<file path="src/rtl/pmu_pkg.sv">
package pmu_pkg;

  // control register layout (software decodes these positions)
  localparam int CTRL_EN_BIT      = 0;
  localparam int CTRL_RST_EVT_BIT = 1;
  localparam int CTRL_RST_CYC_BIT = 2;
  localparam int CTRL_PRESC_BIT   = 3;
  localparam int CTRL_IEN_LSB     = 4;
  localparam int CTRL_OVF_LSB     = 8;
  localparam int CTRL_SEL1_LSB    = 12;
  localparam int CTRL_SEL0_LSB    = 20;
  localparam int CODE_W           = 8;
  localparam int NUM_CNT          = 3;   // 0: event 0, 1: event 1, 2: cycles

  localparam logic [CODE_W-1:0] CODE_TRACE  = 8'h20;
  localparam logic [CODE_W-1:0] CODE_CYCLES = 8'hFF;

  typedef enum logic [1:0] {
    RSEL_CTRL = 2'd0,
    RSEL_CYC  = 2'd1,
    RSEL_EV0  = 2'd2,
    RSEL_EV1  = 2'd3
  } reg_sel_e;

  typedef struct packed {
    logic [CODE_W-1:0]  sel0;
    logic [CODE_W-1:0]  sel1;
    logic [NUM_CNT-1:0] ien;
    logic               presc;
    logic               en;
  } ctrl_t;

  // register select that addresses counter i
  function automatic logic [1:0] sel_of(int i);
    case (i)
      0:       return 2'(RSEL_EV0);
      1:       return 2'(RSEL_EV1);
      default: return 2'(RSEL_CYC);
    endcase
  endfunction

  function automatic ctrl_t ctrl_from_word(logic [31:0] w);
    ctrl_t c;
    c.en    = w[CTRL_EN_BIT];
    c.presc = w[CTRL_PRESC_BIT];
    c.ien   = w[CTRL_IEN_LSB +: NUM_CNT];
    c.sel1  = w[CTRL_SEL1_LSB +: CODE_W];
    c.sel0  = w[CTRL_SEL0_LSB +: CODE_W];
    return c;
  endfunction

  function automatic logic [31:0] ctrl_image(ctrl_t c, logic [NUM_CNT-1:0] ovf);
    logic [31:0] r;
    r = '0;
    r[CTRL_EN_BIT]                = c.en;
    r[CTRL_PRESC_BIT]             = c.presc;
    r[CTRL_IEN_LSB +: NUM_CNT]    = c.ien;
    r[CTRL_OVF_LSB +: NUM_CNT]    = ovf;
    r[CTRL_SEL1_LSB +: CODE_W]    = c.sel1;
    r[CTRL_SEL0_LSB +: CODE_W]    = c.sel0;
    return r;
  endfunction

  // write-one-to-clear with set taking priority
  function automatic logic [NUM_CNT-1:0] flag_next(logic [NUM_CNT-1:0] cur,
                                                   logic [NUM_CNT-1:0] clr,
                                                   logic [NUM_CNT-1:0] set);
    return (cur & ~clr) | set;
  endfunction

endpackage

</file>
<file path="src/rtl/pmu_evt_sel.sv">
module pmu_evt_sel
  import pmu_pkg::*;
#(
  parameter int NUM_LINES = 32
) (
  input  logic [CODE_W-1:0]    code,
  input  logic [NUM_LINES-1:0] evt_in,
  input  logic                 trace_in,
  output logic                 hit
);
  localparam int IDX_W = (NUM_LINES > 1) ? $clog2(NUM_LINES) : 1;

  always_comb begin
    if (code == CODE_CYCLES)
      hit = 1'b1;
    else if (code == CODE_TRACE)
      hit = trace_in;
    else if (32'(code) < NUM_LINES)
      hit = evt_in[code[IDX_W-1:0]];
    else
      hit = 1'b0;
  end
endmodule

</file>
<file path="src/rtl/pmu_prescaler.sv">
module pmu_prescaler #(
  parameter int DIV_LOG2 = 6
) (
  input  logic clk,
  input  logic rst_n,
  input  logic run,
  output logic tick
);
  logic [DIV_LOG2-1:0] div_q;

  always_ff @(posedge clk or negedge rst_n) begin
    if (!rst_n)   div_q <= '0;
    else if (run) div_q <= div_q + 1'b1;
  end

  assign tick = run && (&div_q);


  presc_spacing_chk: assert property (@(posedge clk) disable iff (!rst_n)
    tick |=> !tick);
endmodule

</file>
<file path="src/rtl/pmu_counter.sv">
module pmu_counter #(
  parameter int W = 32
) (
  input  logic         clk,
  input  logic         rst_n,
  input  logic         ld,
  input  logic [W-1:0] ld_val,
  input  logic         clr,
  input  logic         inc,
  output logic [W-1:0] q,
  output logic         wrap
);
  logic [W:0] sum_w;

  assign sum_w = {1'b0, q} + (W+1)'(1);
  assign wrap  = inc && !ld && !clr && sum_w[W];

  always_ff @(posedge clk or negedge rst_n) begin
    if (!rst_n)   q <= '0;
    else if (ld)  q <= ld_val;
    else if (clr) q <= '0;
    else if (inc) q <= sum_w[W-1:0];
  end


  load_wins_chk: assert property (@(posedge clk) disable iff (!rst_n)
    ld |=> q == $past(ld_val));

  clear_zero_chk: assert property (@(posedge clk) disable iff (!rst_n)
    (clr && !ld) |=> q == '0);

  hold_idle_chk: assert property (@(posedge clk) disable iff (!rst_n)
    (!ld && !clr && !inc) |=> $stable(q));
endmodule

</file>
<file path="src/rtl/pmu_counter_unit.sv">
module pmu_counter_unit
  import pmu_pkg::*;
#(
  parameter int CNT_W     = 32,
  parameter int EVT_LINES = 32,
  parameter int PRESC_LOG2 = 6
) (
  input  logic                 clk,
  input  logic                 rst_n,
  input  logic [1:0]           reg_sel,
  input  logic                 reg_wr,
  input  logic [31:0]          reg_wdata,
  output logic [31:0]          reg_rdata,
  input  logic [EVT_LINES-1:0] evt_in,
  input  logic                 trace_in,
  output logic                 irq
);
  ctrl_t              ctrl_q;
  logic [NUM_CNT-1:0] ovf_q;
  logic [NUM_CNT-1:0] cnt_ld, cnt_clr, cnt_inc, cnt_wrap, evt_hit;
  logic [CNT_W-1:0]   cnt_q [NUM_CNT];
  logic               ctrl_wr, clr_evt, clr_cyc, presc_tick, cyc_step;
  logic [NUM_CNT-1:0] ovf_clr;

  assign ctrl_wr  = reg_wr && (reg_sel == 2'(RSEL_CTRL));
  assign clr_evt  = ctrl_wr && reg_wdata[CTRL_RST_EVT_BIT];
  assign clr_cyc  = ctrl_wr && reg_wdata[CTRL_RST_CYC_BIT];
  assign ovf_clr  = ctrl_wr ? reg_wdata[CTRL_OVF_LSB +: NUM_CNT] : '0;

  pmu_prescaler #(.DIV_LOG2(PRESC_LOG2)) i_presc (
    .clk  (clk),
    .rst_n(rst_n),
    .run  (ctrl_q.en),
    .tick (presc_tick)
  );

  assign cyc_step = ctrl_q.en && (!ctrl_q.presc || presc_tick);

  for (genvar i = 0; i < NUM_CNT; i++) begin : g_cnt
    if (i < 2) begin : g_evt
      pmu_evt_sel #(.NUM_LINES(EVT_LINES)) i_sel (
        .code    ((i == 0) ? ctrl_q.sel0 : ctrl_q.sel1),
        .evt_in  (evt_in),
        .trace_in(trace_in),
        .hit     (evt_hit[i])
      );
      assign cnt_clr[i] = clr_evt;
      assign cnt_inc[i] = ctrl_q.en && evt_hit[i];
    end else begin : g_cyc
      assign evt_hit[i] = 1'b1;
      assign cnt_clr[i] = clr_cyc;
      assign cnt_inc[i] = cyc_step;
    end

    assign cnt_ld[i] = reg_wr && (reg_sel == sel_of(i));

    pmu_counter #(.W(CNT_W)) i_ctr (
      .clk   (clk),
      .rst_n (rst_n),
      .ld    (cnt_ld[i]),
      .ld_val(reg_wdata[CNT_W-1:0]),
      .clr   (cnt_clr[i]),
      .inc   (cnt_inc[i]),
      .q     (cnt_q[i]),
      .wrap  (cnt_wrap[i])
    );


    flag_on_wrap_chk: assert property (@(posedge clk) disable iff (!rst_n)
      cnt_wrap[i] |=> ovf_q[i]);

    flag_w1c_chk: assert property (@(posedge clk) disable iff (!rst_n)
      (ovf_clr[i] && !cnt_wrap[i]) |=> !ovf_q[i]);

    flag_keep_chk: assert property (@(posedge clk) disable iff (!rst_n)
      (ovf_q[i] && !ovf_clr[i]) |=> ovf_q[i]);
  end

  always_ff @(posedge clk or negedge rst_n) begin
    if (!rst_n) begin
      ctrl_q <= '0;
      ovf_q  <= '0;
    end else begin
      if (ctrl_wr) ctrl_q <= ctrl_from_word(reg_wdata);
      ovf_q <= flag_next(ovf_q, ovf_clr, cnt_wrap);
    end
  end

  always_comb begin
    case (reg_sel)
      2'(RSEL_CTRL): reg_rdata = ctrl_image(ctrl_q, ovf_q);
      2'(RSEL_CYC):  reg_rdata = 32'(cnt_q[2]);
      2'(RSEL_EV0):  reg_rdata = 32'(cnt_q[0]);
      default:       reg_rdata = 32'(cnt_q[1]);
    endcase
  end

  assign irq = |(ovf_q & ctrl_q.ien);


  reserved_zero_chk: assert property (@(posedge clk) disable iff (!rst_n)
    (reg_sel == 2'(RSEL_CTRL)) |-> (reg_rdata[31:28] == 4'd0 && !reg_rdata[11] && !reg_rdata[7]));

  rst_bits_read_zero_chk: assert property (@(posedge clk) disable iff (!rst_n)
    (reg_sel == 2'(RSEL_CTRL)) |-> reg_rdata[2:1] == 2'b00);
endmodule

</file>
<file path="config.mk">
export PLATFORM = sky130hd
export DESIGN_NAME = pmu_counter_unit
export DESIGN_NICKNAME = d
export VERILOG_FILES = /design/src/rtl/pmu_pkg.sv /design/src/rtl/pmu_evt_sel.sv /design/src/rtl/pmu_prescaler.sv /design/src/rtl/pmu_counter.sv /design/src/rtl/pmu_counter_unit.sv
export SDC_FILE = /design/constraint.sdc
export NUM_CORES = 1
export LEC_CHECK = 0
export ABC_AREA = 1
export CAP_MARGIN = 20
export CORE_UTILIZATION = 45
export DETAILED_ROUTE_END_ITERATION = 10
export GPL_TIMING_DRIVEN = 0
export PLACE_DENSITY_LB_ADDON = 0.2
export SYNTH_ARGS = -nofsm -noshare
export SYNTH_HDL_FRONTEND = slang
export SYNTH_SLANG_ARGS = --single-unit
</file>
<file path="constraint.sdc">
create_clock -name clk -period 2.3 [get_ports clk]
set_input_delay 0.23 -clock clk [delete_from_list [all_inputs] [get_ports clk]]
set_output_delay 0.23 -clock clk [all_outputs]
set_load 0.01 [all_outputs]
</file>
==> impl_results.md <==
* Die X at 151 microns
* Max Cap Viol at 0
* P_leak at 5.60 nW
* Min Tclk post-route at 2.30 ns
* Initial core utilization at 0.459
* Simple-gate portion of the synthesized area at 0.411
* Worst-margin pin slew at 0.737 ns
* Max Clock Freq at 435 MHz
* RSZ-0062 raised after global routing: no
* Clk pin slew, worst setup/hold paths at 0.07 ns
* Max-slew violations at 0
* First-pass GRT wire length at 67500 microns
* Total track usage at 0.409
* CTS Buf Count at 17
* Core Region at 0.0219 sq mm
* Syn_nets at 1664
* Reg-to-Reg End: g_cnt[2].i_ctr.q[30]
* Final Cycle Share at 0.999
* Internal Power at 7.06 mW
* Most frequent cells in the layout: nand2_1 (496), nand3_1 (177), inv_1 (157)
* CTS H-tree lvls at 4
* Worst reg-to-reg path cell count at 9
* Post-Synth XOR/XNOR Area at 0.0139
* GR Overflow Total at 0
* EDFF count, synth at 0
* FF+latch area at 0.00316 sq mm
* CP Class: flip-flop to primary output
* Reg2reg start: g_cnt[2].i_ctr.q[0]
* Final hold slack at 0.297 ns
* IO buf count at 102
* Routed WL at 46300 microns
* Switching power share of the total at 0.468
* Sw power at 6.20 mW
* Fin nets at 1789
* GPL Wtd Cong at 1.05
* Setup TNS at 0 ns
* DR DRC count at 0
* Rows at 54
* Clock latency on the worst-skew pair at 0.44 ns
* Layout Skew at 0.0124 ns
* Complex-gate fraction of the synthesized area at 0.153
* Syn Inst Count at 1590
* Synth cell types at 44
* Avg Vias per Cell at 5.96
* Fin util at 0.565
* Register area share after synthesis at 0.314
* R2r setup slk at 0.11 ns
* Synth Cell Area at 0.0101 sq mm
* Number of fill cells at 2223
* Die span in y at 151 microns
* CP Max Fanout at 7
* Via count at 12000
* Clock sink count at 126
* Slew headroom at 0.509
* Synth Register Bits at 126
* CTS tree: done
* Vias in the first global route at 10800
* Asr flop ratio synth at 1.00
* DRT iter0 DRCs at 1169
* Longest Clk Path Bufs at 2
* Power per cell area at 1070 mW/mm^2
* Initial antenna violation count at 0
* VDD IR-drop max at 0.565 mV
* Sequential share of power at 0.340
* P&R area growth vs syn at 23.0%
* Critical path arrival at 2.07 ns
* Avg WL per Cell at 23.0 microns
* Top FF cell, synth: dfrtp_1
* Hpwl dp at 35600 microns
* Multiplexer area fraction after synthesis at 0
* Most common cell after layout, fill and taps aside: nand2_1
* Largest net degree at the start of global routing at 76
* First drt pass iteration count at 7
* CP endpoint kind: primary output
* IO Count at 103
* Status: finished, final reports clean
* Fin. Hold Viols at 0
* Syn Area/Cell at 6.33 sq um
* Worst Hold Class: primary input to asynchronous set/reset pin
* Yosys Warn Count at 0
* DP Worst Slack at -0.698 ns
* Tot Pwr at 13.3 mW
* Final setup violation count at 0
* Startpoint types: flip-flop
* Root Buffer: clkbuf_16
* Largest family of logic cells by synthesized area: simple AND/OR/NAND/NOR gates
* Adder-Cell Fraction of Synth Area at 0.00498
* Multi-input logic area at 0.00609 sq mm
* Worst EP required at 2.07 ns
* Share of layout cells above drive strength 1 at 0.103
* Post-DRT Antenna Nets at 0
* Gate power share at 0.433
* Die ar. at 0.0230 sq mm
* Clock Power Share at 0.227
* Final worst slack at 0.00120 ns
## critical path, stage by stage (launching register included)
cell and delay, ns:
dfrtp_2 0.45, inv_1 0.24, o22ai_4 0.14, a21oi_1 0.19, o21ai_0 0.12, clkdlybuf4s50_1 0.50
## sequential cells by signal, indices dropped and copies added, names as in the netlist
signal,cells
ctrl_q,21
ovf_q,3
g_cnt.i_ctr.q,96
i_presc.div_q,6
## power by group through the flow
stage	Clock [mW]	Combinational, mW	Sequential (mW)
2_1_floorplan	0	3.53	3.95
3_3_place_gp	0	5.34	4.39
3_5_place_dp	0	5.38	4.41
4_1_cts	3.01	5.53	4.39
5_1_grt	3.08	6.24	4.59
6_report	3.01	5.74	4.50
## what timing repair did
item                                    CTS  global route
endpoints found under the hold margin    51             0
buffers inserted                          0             2
resized for setup                        53            31
endpoints found under the setup margin   32            42
pin swaps                                 0             2
hold buffers                              1             0
## how the worst max path moves through the flow
stage          slack (ns)                  from  depth (start not counted)              endpoint
2_1_floorplan        0.53   g_cnt[1].i_ctr.q[0]                         12  g_cnt[1].i_ctr.q[22]
3_3_place_gp        -4.35                 rst_n                          1  g_cnt[1].i_ctr.q[30]
3_5_place_dp        -0.70            reg_sel[1]                          9          reg_rdata[9]
4_1_cts             0.005   g_cnt[2].i_ctr.q[3]                          5          reg_rdata[3]
5_1_grt            0.0007                reg_wr                         11  g_cnt[1].i_ctr.q[10]
6_report            0.001  g_cnt[0].i_ctr.q[25]                          5         reg_rdata[25]
## logic make-up after synthesis
family / after synthesis
flops: 126
compound gates: 262
xor+xnor: 16
fa+ha+maj: 4
simple gates: 935
buf+inv: 247
## cells in the mapped netlist, types with 6 or more instances
cell	count	area [sq um]
a21oi_1	65	325
a22oi_1	16	120
buf_2	18	90.1
buf_4	6	45.0
buf_6	9	101
clkbuf_1	31	116
dfrtp_1	126	3150
inv_1	163	612
inv_2	11	41.3
nand2_1	497	1870
nand2_2	12	75.1
nand3_1	178	891
nand4_1	49	307
nor2_1	110	413
nor2_2	9	56.3
nor2_4	6	67.6
nor3_1	41	205
nor4_1	6	37.5
o2111ai_1	6	52.6
o211ai_1	11	82.6
o21ai_0	97	485
o21ai_1	8	40.0
o221ai_1	12	105
o22ai_1	30	188
o32ai_1	6	52.6
or2_2	6	37.5
xor2_1	13	114
## cell type report
type / instances / area share
antenna: 2 / 0.000405
buffer: 69 / 0.0319
clock buffer: 20 / 0.0361
clock inverter: 12 / 0.0149
inverter: 178 / 0.0548
multi-input combinational: 1217 / 0.492
sequential: 126 / 0.255
tap: 280 / 0.0283
timing repair buffer: 106 / 0.0861
## routing by layer
| layer | routed length [microns] | track usage | up-vias |
|---|---|---|---|
| li1 | - | - | 5588 |
| met1 | 19300 | 0.565 | 5542 |
| met2 | 18800 | 0.571 | 718 |
| met3 | 5100 | 0.0964 | 139 |
| met4 | 3140 | 0.254 | 0 |
| met5 | 0 | 0 | - |
## metrics by stage
stage               std cells  cell area (sq um)
floorplan                1590              10100
global placement         1972              11400
finish                   2010              12400
CTS                      2006              12300
global route             2008              12400
detailed placement       1973              11500
Power figures use the tool's default switching activity.
